===== src/rtl/led_scan_pkg.sv =====
package led_scan_pkg;

    typedef enum logic [3:0] {
        ST_IDLE,
        ST_KEY_ENTER,
        ST_FILL,
        ST_LATCH_ON,
        ST_DETECT,
        ST_READ,
        ST_KEY_RESUME,
        ST_LOAD,
        ST_LATCH_FRM
    } seq_state_e;

    localparam int KEY_STEPS = 5;

    // OE level for each key step; the same for entry and resume keys
    function automatic logic key_oe(input logic [2:0] step);
        logic lvl;
        case (step)
            3'd1:    lvl = 1'b0;
            default: lvl = 1'b1;
        endcase
        return lvl;
    endfunction

    // LE level for each step of the entry key; the resume key keeps LE low
    function automatic logic key_le_enter(input logic [2:0] step);
        return (step == 3'd3);
    endfunction

endpackage


===== src/rtl/led_scan_tick.sv =====
module led_scan_tick #(
    parameter int HALF_DIV = 3
) (
    input  logic clk,
    input  logic rst_n,
    input  logic run,
    input  logic pulse_en,
    output logic ph_rise,
    output logic slot_end,
    output logic bit_clk
);
    localparam int SLOT = 2 * HALF_DIV;
    localparam int PW   = $clog2(SLOT);

    logic [PW-1:0] ph_q;

    assign slot_end = run && (ph_q == PW'(SLOT - 1));
    assign ph_rise  = run && (ph_q == PW'(HALF_DIV - 1));

    always_ff @(posedge clk or negedge rst_n) begin
        if (!rst_n) begin
            ph_q    <= '0;
            bit_clk <= 1'b0;
        end else if (!run) begin
            ph_q    <= '0;
            bit_clk <= 1'b0;
        end else begin
            ph_q <= slot_end ? '0 : ph_q + 1'b1;
            if (ph_rise && pulse_en)
                bit_clk <= 1'b1;
            else if (slot_end)
                bit_clk <= 1'b0;
        end
    end

    // the clock may rise only in the middle of a slot
    p_rise_mid_r6: assert property (@(posedge clk) disable iff (!rst_n)
        $rose(bit_clk) |-> (ph_q == PW'(HALF_DIV)));

endmodule


===== src/rtl/led_scan_shreg.sv =====
module led_scan_shreg #(
    parameter int W = 32
) (
    input  logic         clk,
    input  logic         rst_n,
    input  logic         load,
    input  logic [W-1:0] load_val,
    input  logic         shift,
    input  logic         sin,
    output logic [W-1:0] q
);
    always_ff @(posedge clk or negedge rst_n) begin
        if (!rst_n)
            q <= '0;
        else if (load)
            q <= load_val;
        else if (shift)
            q <= {q[W-2:0], sin};
    end
endmodule


===== src/rtl/led_scan_seq.sv =====
module led_scan_seq
    import led_scan_pkg::*;
#(
    parameter int N_DEV      = 2,
    parameter int HALF_DIV   = 3,
    parameter int DET_CYCLES = 125
) (
    input  logic                  clk,
    input  logic                  rst_n,
    input  logic                  scan_start,
    input  logic                  frame_start,
    input  logic [16*N_DEV-1:0]   frame_data,
    output logic                  busy,
    output logic                  done,
    output logic [16*N_DEV-1:0]   scan_word,
    output logic                  drv_clk,
    output logic                  drv_sdi,
    output logic                  drv_le,
    output logic                  drv_oe,
    input  logic                  drv_sdo
);
    localparam int W  = 16 * N_DEV;
    localparam int SW = $clog2(W + 1);
    localparam int DW = $clog2(DET_CYCLES + 1);

    seq_state_e     state_q, state_d;
    logic [SW-1:0]  slot_q;
    logic [DW-1:0]  det_q;
    logic           in_det_q;
    logic           done_q;
    logic [W-1:0]   scan_word_q;
    logic [W-1:0]   sr_q;
    logic           run, pulse_en, ph_rise, slot_end, last_slot;
    logic           sr_load, sr_shift, sr_in;
    logic [2:0]     key_idx;

    assign run      = (state_q != ST_IDLE) && (state_q != ST_DETECT);
    assign pulse_en = (state_q != ST_LATCH_ON) && (state_q != ST_LATCH_FRM);
    assign key_idx  = slot_q[2:0];
    assign busy     = (state_q != ST_IDLE);
    assign done     = done_q;
    assign scan_word = scan_word_q;

    led_scan_tick #(.HALF_DIV(HALF_DIV)) u_tick (
        .clk      (clk),
        .rst_n    (rst_n),
        .run      (run),
        .pulse_en (pulse_en),
        .ph_rise  (ph_rise),
        .slot_end (slot_end),
        .bit_clk  (drv_clk)
    );

    assign sr_load  = (state_q == ST_IDLE) && (state_d == ST_LOAD);
    assign sr_shift = ((state_q == ST_READ) && ph_rise) ||
                      ((state_q == ST_LOAD) && slot_end);
    assign sr_in    = (state_q == ST_READ) ? drv_sdo : 1'b0;

    led_scan_shreg #(.W(W)) u_sr (
        .clk      (clk),
        .rst_n    (rst_n),
        .load     (sr_load),
        .load_val (frame_data),
        .shift    (sr_shift),
        .sin      (sr_in),
        .q        (sr_q)
    );

    always_comb begin
        unique case (state_q)
            ST_KEY_ENTER, ST_KEY_RESUME: last_slot = (slot_q == SW'(KEY_STEPS - 1));
            ST_FILL, ST_READ, ST_LOAD:   last_slot = (slot_q == SW'(W - 1));
            default:                     last_slot = 1'b1;
        endcase
    end

    always_comb begin
        state_d = state_q;
        unique case (state_q)
            ST_IDLE: begin
                if (scan_start)       state_d = ST_KEY_ENTER;
                else if (frame_start) state_d = ST_LOAD;
            end
            ST_KEY_ENTER:  if (slot_end && last_slot) state_d = ST_FILL;
            ST_FILL:       if (slot_end && last_slot) state_d = ST_LATCH_ON;
            ST_LATCH_ON:   if (slot_end)              state_d = ST_DETECT;
            ST_DETECT:     if (det_q == DW'(DET_CYCLES - 1)) state_d = ST_READ;
            ST_READ:       if (slot_end && last_slot) state_d = ST_KEY_RESUME;
            ST_KEY_RESUME: if (slot_end && last_slot) state_d = ST_IDLE;
            ST_LOAD:       if (slot_end && last_slot) state_d = ST_LATCH_FRM;
            ST_LATCH_FRM:  if (slot_end)              state_d = ST_IDLE;
            default:       state_d = ST_IDLE;
        endcase
    end

    // state register and its counters
    always_ff @(posedge clk or negedge rst_n) begin
        if (!rst_n) begin
            state_q     <= ST_IDLE;
            slot_q      <= '0;
            det_q       <= '0;
            in_det_q    <= 1'b0;
            done_q      <= 1'b0;
            scan_word_q <= '0;
        end else begin
            state_q <= state_d;
            if (state_d != state_q)
                slot_q <= '0;
            else if (slot_end)
                slot_q <= slot_q + 1'b1;
            det_q  <= (state_q == ST_DETECT) ? det_q + 1'b1 : '0;
            done_q <= (state_q != ST_IDLE) && (state_d == ST_IDLE);
            if (state_q == ST_KEY_ENTER && state_d != ST_KEY_ENTER)
                in_det_q <= 1'b1;
            if (state_q == ST_KEY_RESUME && state_d == ST_IDLE) begin
                in_det_q    <= 1'b0;
                scan_word_q <= sr_q;
            end
        end
    end

    // registered pin levels
    always_ff @(posedge clk or negedge rst_n) begin
        if (!rst_n) begin
            drv_oe  <= 1'b0;
            drv_le  <= 1'b0;
            drv_sdi <= 1'b0;
        end else begin
            unique case (state_q)
                ST_KEY_ENTER: begin
                    drv_oe <= key_oe(key_idx); drv_le <= key_le_enter(key_idx); drv_sdi <= 1'b0;
                end
                ST_KEY_RESUME: begin
                    drv_oe <= key_oe(key_idx); drv_le <= 1'b0; drv_sdi <= 1'b0;
                end
                ST_FILL: begin
                    drv_oe <= 1'b1; drv_le <= 1'b0; drv_sdi <= 1'b1;
                end
                ST_LATCH_ON: begin
                    drv_oe <= 1'b1; drv_le <= 1'b1; drv_sdi <= 1'b0;
                end
                ST_READ: begin
                    drv_oe <= 1'b1; drv_le <= 1'b0; drv_sdi <= 1'b0;
                end
                ST_LOAD: begin
                    drv_oe <= 1'b0; drv_le <= 1'b0; drv_sdi <= sr_q[W-1];
                end
                ST_LATCH_FRM: begin
                    drv_oe <= 1'b0; drv_le <= 1'b1; drv_sdi <= 1'b0;
                end
                default: begin
                    drv_oe <= 1'b0; drv_le <= 1'b0; drv_sdi <= 1'b0;
                end
            endcase
        end
    end

    // pin levels never move in the cycle the serial clock rises
    p_setup_r6: assert property (@(posedge clk) disable iff (!rst_n)
        $rose(drv_clk) |-> ($stable(drv_sdi) && $stable(drv_oe) && $stable(drv_le)));

    // no serial clock while idle
    p_idle_quiet_r6: assert property (@(posedge clk) disable iff (!rst_n)
        !busy |-> !drv_clk);

    // the detection window carries no clock
    p_window_noclk_r3: assert property (@(posedge clk) disable iff (!rst_n)
        (state_q == ST_DETECT) |-> !drv_clk);

    // an entry key never follows another entry key without a resume
    p_no_double_key_r5: assert property (@(posedge clk) disable iff (!rst_n)
        (state_q == ST_IDLE && state_d == ST_KEY_ENTER) |-> !in_det_q);

    // done arrives together with the end of busy
    p_done_idle_r8: assert property (@(posedge clk) disable iff (!rst_n)
        done |-> !busy);

    // a frame in flight is not diverted by a new request
    p_frame_held_r9: assert property (@(posedge clk) disable iff (!rst_n)
        (state_q == ST_LOAD) |=> (state_q == ST_LOAD || state_q == ST_LATCH_FRM));

endmodule


===== config.mk =====
export PLATFORM = sky130hd
export DESIGN_NAME = led_scan_seq
export DESIGN_NICKNAME = d
export VERILOG_FILES = /design/src/rtl/led_scan_pkg.sv /design/src/rtl/led_scan_tick.sv /design/src/rtl/led_scan_shreg.sv /design/src/rtl/led_scan_seq.sv
export SDC_FILE = /design/constraint.sdc
export NUM_CORES = 1
export LEC_CHECK = 0
export CELL_PAD_IN_SITES_DETAIL_PLACEMENT = 0
export CELL_PAD_IN_SITES_GLOBAL_PLACEMENT = 2
export CORE_MARGIN = 2
export CORE_UTILIZATION = 37
export DETAILED_ROUTE_END_ITERATION = 6
export GPL_TIMING_DRIVEN = 0
export PLACE_DENSITY = 0.82
export SLEW_MARGIN = 40
export SYNTH_ARGS = -nofsm -noshare
export SYNTH_HDL_FRONTEND = slang
export SYNTH_SLANG_ARGS = --single-unit

===== constraint.sdc =====
create_clock -name clk -period 4.85 [get_ports clk]
set_input_delay 0.97 -clock clk [delete_from_list [all_inputs] [get_ports clk]]
set_output_delay 0.97 -clock clk [all_outputs]
set_load 0.05 [all_outputs]

==> run metrics, run 1 <==
WS Path Type=flip-flop to output pin; CTS tree=built; Die Area=between 10000 and 15000 µm²; dpl cell area=around 5200 µm²; ant diodes=0; EDFF count, synth=0; initial core utilization=between 30 and 40%; RSZ-0062 raised after global routing=no; total power=roughly 0.0015 W; largest net degree at the start of global routing=47; Rows=39; peak supply drop=0.192 mV; Async SR Flop Fraction=between 90% and 100%; fin nets=512; Hold Buf Count CTS=0; maximum clock rate=319 MHz; sequential share of the synthesized area=a little over half; CTS sink count=89; met2 Use GR=~25%; number of global-route vias before repair=3049; routed vias/inst=5.00; final core utilization=approximately half; synthesized area per cell=11.1 µm²; leakage power=approximately 2.6 nW; Fill cells=around 1000; Post-CTS Setup Bufs=0; post-route clock skew=around 0.0061 ns; Die Wd=between 100 and 150 µm; clk root buf=clkbuf_16; RD Place Congestion=0.827; cells after synthesis=381; Clock transition at path regs=0.06 ns; GR Util met3=~3.2%; Hold Path Class=flip-flop to flip-flop; H-tree levels=3; initial antenna violation count=0; total CTS buffers=9; DP Worst Slack=just over 2 ns; post-CTS sizing=0; layout cell share with drive strength beyond 1=15.3%; setup ws final=approximately 1.7 ns; post-route insts no fill=a little over 600; syn_nets=around 430; Synth Warn #=0; Max Fanout on Critical Path=10; Netlist cell types=53; Worst slew margin=54.4%; Crit path required time=3.88 ns; Yosys reg bits=89; Inst Count DP=between 500 and 600; gr ovfl total=0; IO buf count=74; synthesized area=4250 µm²; Worst setup SP type=flip-flop; worst slew pin tran=between 0.6 and 0.7 ns; shortest period the worst path allows=approximately 3.1 ns; most frequent cells in the layout=dfrtp_1 (89), nor2_1 (86), clkdlybuf4s50_1 (73); First-pass DRT Iterations=4; # setup viols final=0; first-pass GRT wire length=roughly 16000 µm; die height=111 µm; crit path capture type=output pin; Total GRT Usage=approximately 16%; final hold violation count=0; Clock Path Buffers=2; ys flop type=dfrtp_1; register area=2230 µm²; Vias=between 3000 and 4000; commonest non-fill, non-tap cell in the layout=dfrtp_1; area of the multi-input gates=1800 µm²; power density cells=280 nW/µm²; Final Slew Violations=0; DR iter-0 viols=between 100 and 150; final instance area=5510 µm²; met1 usage=~23%; core area=between 10000 and 15000 µm²; Max-Cap Viols=0; drt wl/cell=roughly 16 µm; grt peak-use layer=met2; DP HPWL=6960 µm; DRC=0; worst skew pair latency=0.34 ns; Area Overhead vs Synth=29.8%; io pins=75; outcome=finished clean; ANT nets after route=0; final wirelength=a little under 10000 µm; final worst path period share=64.6%; Data arrival, critical path=~2.2 ns
==> where the power goes <==
part | internal, W | switching, W | leakage, nW
sequential | 0.000743 | 0.000000251 | 1.22
combinational | 0.0000282 | 0.0000202 | 1.25
clock | 0.000463 | 0.000288 | 0.159
==> sequential cells by signal, indices dropped and copies added, names as in the netlist <==
register        cells
scan_word          32
u_sr.q             32
det_q               7
slot_q              6
state_q             4
u_tick.ph_q         3
done                1
drv_le              1
drv_oe              1
drv_sdi             1
u_tick.bit_clk      1
==> per-layer routing <==
layer  wire length, µm  share of wire, %  vias up
met1              4680                49     1478
met2              4450                46       64
met5                 0                 0        -
met3               325               3.4       11
met4               162               1.7        0
li1                  -                 -     1517
==> final cells by class <==
| cell class | instances | share of cell area [%] |
|---|---|---|
| inverters | 9 | 0.613 |
| well taps | 143 | 3.24 |
| flip-flops and latches | 89 | 40.4 |
| repair buffers | 75 | 14.0 |
| plain buffers | 25 | 3.34 |
| clock buffers | 10 | 4.33 |
| clock inverters | 5 | 1.43 |
| multi-input cells | 258 | 32.7 |
==> critical path, stage by stage (launching register included) <==
cell and delay, ns:
dfrtp_1 0.39, buf_6 0.15, or4_4 0.56, clkdlybuf4s50_1 0.72
==> through the flow <==
step / setup TNS [ns] / hold WS (ns)
6_report: 0 / 0.496
3_3_place_gp: -43.21 / 0.486
2_1_floorplan: 0 / 0.460
4_1_cts: 0 / 0.502
3_5_place_dp: 0 / 0.491
5_1_grt: 0 / 0.525
==> cell usage after synthesis, types with 2 or more instances <==
cell type  instances  area, µm²
buf_12             3       60.1
o2111ai_1          2       17.5
and3_1             4       25.0
dfrtp_1           89       2230
and2_1             2       12.5
buf_6              3       33.8
nand4_1            6       37.5
nor2b_1            3       18.8
nor4_1             2       12.5
buf_2              6       30.0
inv_1              9       33.8
nor2_1            86        323
o211ai_1           2       15.0
a211oi_1           2       15.0
clkbuf_1          10       37.5
o21ai_0            5       25.0
o22ai_1           33        206
nand2b_1           5       31.3
ha_1               8        100
a21oi_1            7       35.0
mux2_4            30        450
or4_4              2       22.5
nand2_1           12       45.0
nor3b_1            3       22.5
nand3_1            5       25.0
xnor2_1            4       35.0
xor2_1             7       61.3
mux2_2             2       22.5
o21a_1             2       15.0
or4b_2             2       20.0
buf_4              3       22.5
==> cell families (layout without fill, tap and decap cells) <==
logic type | after synthesis | after routing | synth area share [%]
AND/OR/NAND/NOR | 139 | 139 | 15.4
flip-flops | 89 | 89 | 52.4
AO/OA/AOI/OAI | 67 | 67 | 11.1
buffers and inverters | 34 | 124 | 5.13
multiplexers | 33 | 33 | 11.4
XOR/XNOR | 11 | 11 | 2.27
adder cells (fa/ha/maj) | 8 | 8 | 2.36
==> worst paths after layout <==
check	from	endpoint	slack (ns)	cells after the start
worst max-delay path	state_q[3]	busy	1.72	3
worst min-delay path	u_tick.ph_q[0]	u_tick.ph_q[0]	0.50	1
worst max register to register	state_q[1]	u_sr.q[22]	2.37	7
worst min register to register	u_tick.ph_q[0]	u_tick.ph_q[0]	0.50	1
max in group asynchronous	rst_n	slot_q[2]	3.74	2
min in group asynchronous	rst_n	scan_word[17]	0.54	1
Power figures use the tool's default switching activity.
==> inputs of run 2 (changes only) <==
--- a/config.mk
+++ b/config.mk
@@ -8,10 +8,10 @@
 export CELL_PAD_IN_SITES_DETAIL_PLACEMENT = 0
 export CELL_PAD_IN_SITES_GLOBAL_PLACEMENT = 2
 export CORE_MARGIN = 2
-export CORE_UTILIZATION = 37
+export CORE_UTILIZATION = 34
 export DETAILED_ROUTE_END_ITERATION = 6
 export GPL_TIMING_DRIVEN = 0
-export PLACE_DENSITY = 0.82
+export PLACE_DENSITY = 0.76
 export SLEW_MARGIN = 40
 export SYNTH_ARGS = -nofsm -noshare
 export SYNTH_HDL_FRONTEND = slang
==> constraint.sdc (replaced) <==
create_clock -name clk -period 3.3 [get_ports clk]
set_input_delay 0.66 -clock clk [delete_from_list [all_inputs] [get_ports clk]]
set_output_delay 0.66 -clock clk [all_outputs]
set_load 0.05 [all_outputs]
==> run metrics, run 2 (synthesis results as in run 1) <==
Seq pwr share=50.4%; RR Startpoint=state_q[1]; CP Launch Point=state_q[0]; post-route clock skew=0.00793 ns; DP HPWL=between 6000 and 7000 µm; IO buf count=between 70 and 80; Worst setup SP type=flip-flop; Switch Pwr=0.000452 W; Die Wd=about 120 µm; Internal=around 0.0017 W; Hold Buf Count CTS=0; worst skew pair latency=between 0.3 and 0.4 ns; leakage power=2.61 nW; Worst slew margin=56.7%; CP cell instances=buf_2 -> or4_4 -> clkdlybuf4s50_1; initial antenna violation count=0; peak supply drop=between 0.2 and 0.3 mV; Total GRT Usage=~16%; final hold violation count=0; gr ovfl total=0; Max Fanout on Critical Path=10; Rows=40; final worst path period share=a little under nine tenths; post-CTS sizing=0; area of the multi-input gates=1800 µm²; worst slew pin tran=0.647 ns; outcome=finished clean; Clock Path Buffers=2; First-pass DRT Iterations=5; crit-path max cell delay=between 0.7 and 0.8 ns; Inst Count DP=around 620; CTS sink count=roughly 90; Fill cells=between 1000 and 1500; Max-Cap Viols=0; WS Path Type=flip-flop to output pin; slowest library cell on the worst path=clkdlybuf4s50_1; setup ws final=between 0.4 and 0.5 ns; H-tree levels=3; maximum clock rate=354 MHz; Final Slew Violations=0; RSZ-0062 raised after global routing=no; # setup viols final=0; DP Worst Slack=0.774 ns; ant diodes=0; die height=116 µm; Data arrival, critical path=2.17 ns; CTS tree=built; commonest non-fill, non-tap cell in the layout=dfrtp_1; logic gate share of total power=around 3.2%; initial core utilization=35.1%; total CTS buffers=9; post-route insts no fill=639; power share of the clock group=a little under half; register area=between 2000 and 2500 µm²; Die Area=~13000 µm²; number of global-route vias before repair=between 3000 and 4000; drt wl/cell=15.3 µm; RD Place Congestion=approximately 0.86; Vias=between 3000 and 4000; fin nets=between 500 and 600; clk root buf=clkbuf_16; crit path capture type=output pin; routed vias/inst=approximately 5; power density cells=a little under 400 nW/µm²; final core utilization=a little under half; Area Overhead vs Synth=29.6%; Hold Path Class=input port to asynchronous set/reset pin; ANT nets after route=0; Crit path required time=2.64 ns; largest net degree at the start of global routing=between 50 and 60; shortest period the worst path allows=2.83 ns; Clock transition at path regs=0.06 ns; Post-CTS Setup Bufs=0; most frequent cells in the layout=dfrtp_1 (89), nor2_1 (86), clkdlybuf4s50_1 (73); DRC=0; final wirelength=~10000 µm; io pins=75; layout cell share with drive strength beyond 1=15.1%; switch share=a little over a fifth; first-pass GRT wire length=~16000 µm; DR iter-0 viols=between 100 and 150; core area=about 12000 µm²
run 2: changes by cell type in the layout (fill, tap and decap cells not counted):
cell        change
buf_12          +1
buf_16          -1
bufinv_16       -1
clkbuf_1        +1
clkbuf_8        -1
clkinvlp_4      +1
run 2: worst paths after layout:
path	endpoint	slack, ns	cells after the start
max in group asynchronous	u_sr.q[25]	2.46	2
worst max register to register	slot_q[3]	0.83	7
min in group clk	scan_word[23]	0.50	1
worst min register to register	scan_word[23]	0.50	1
worst min-delay path	scan_word[16]	0.26	1
worst max-delay path	busy	0.47	3
run 2: power by group through the flow:
stage	logic (W)	clock network [W]	registers, W
6_report	0.0000697	0.00101	0.00109
5_1_grt	0.0000772	0.00110	0.00109
4_1_cts	0.0000728	0.00105	0.00109
3_5_place_dp	0.0000722	0	0.00111
3_3_place_gp	0.0000694	0	0.00111
2_1_floorplan	0.00000124	0	0.00111
run 2: final cells by class:
cell class | instances | area share (%)
multi-input combinational | 258 | 32.8
clock inverter | 5 | 1.02
clock buffer | 10 | 4.16
buffer | 25 | 3.34
timing repair buffer | 75 | 13.8
sequential | 89 | 40.5
tap | 168 | 3.82
inverter | 9 | 0.614
run 2: metal layers:
metal	GRT usage, %	share of wire, %	vias to the layer above
met5	0	0	-
met1	21.9	49	1481
met4	6.75	2.0	0
met2	23.5	44	85
li1	-	-	1525
met3	3.03	5.1	14
run 2: stage by stage:
step / power (W) / hold WS (ns) / TNS [ns] / cell area, µm²
6_report: 0.00217 / 0.258 / 0 / 5510
2_1_floorplan: 0.00111 / 0.364 / 0 / 4250
3_3_place_gp: 0.00118 / 0.485 / -162.02 / 5200
5_1_grt: 0.00226 / 0.289 / 0 / 5510
3_5_place_dp: 0.00118 / 0.491 / 0 / 5220
4_1_cts: 0.00221 / 0.283 / 0 / 5510
run 2: worst max-delay path: cells and delay by family, from the launching register on:
family	cells	cell delay [ns]
buffers and inverters	2	0.91
DFF	1	0.40
and+or+nand+nor	1	0.52
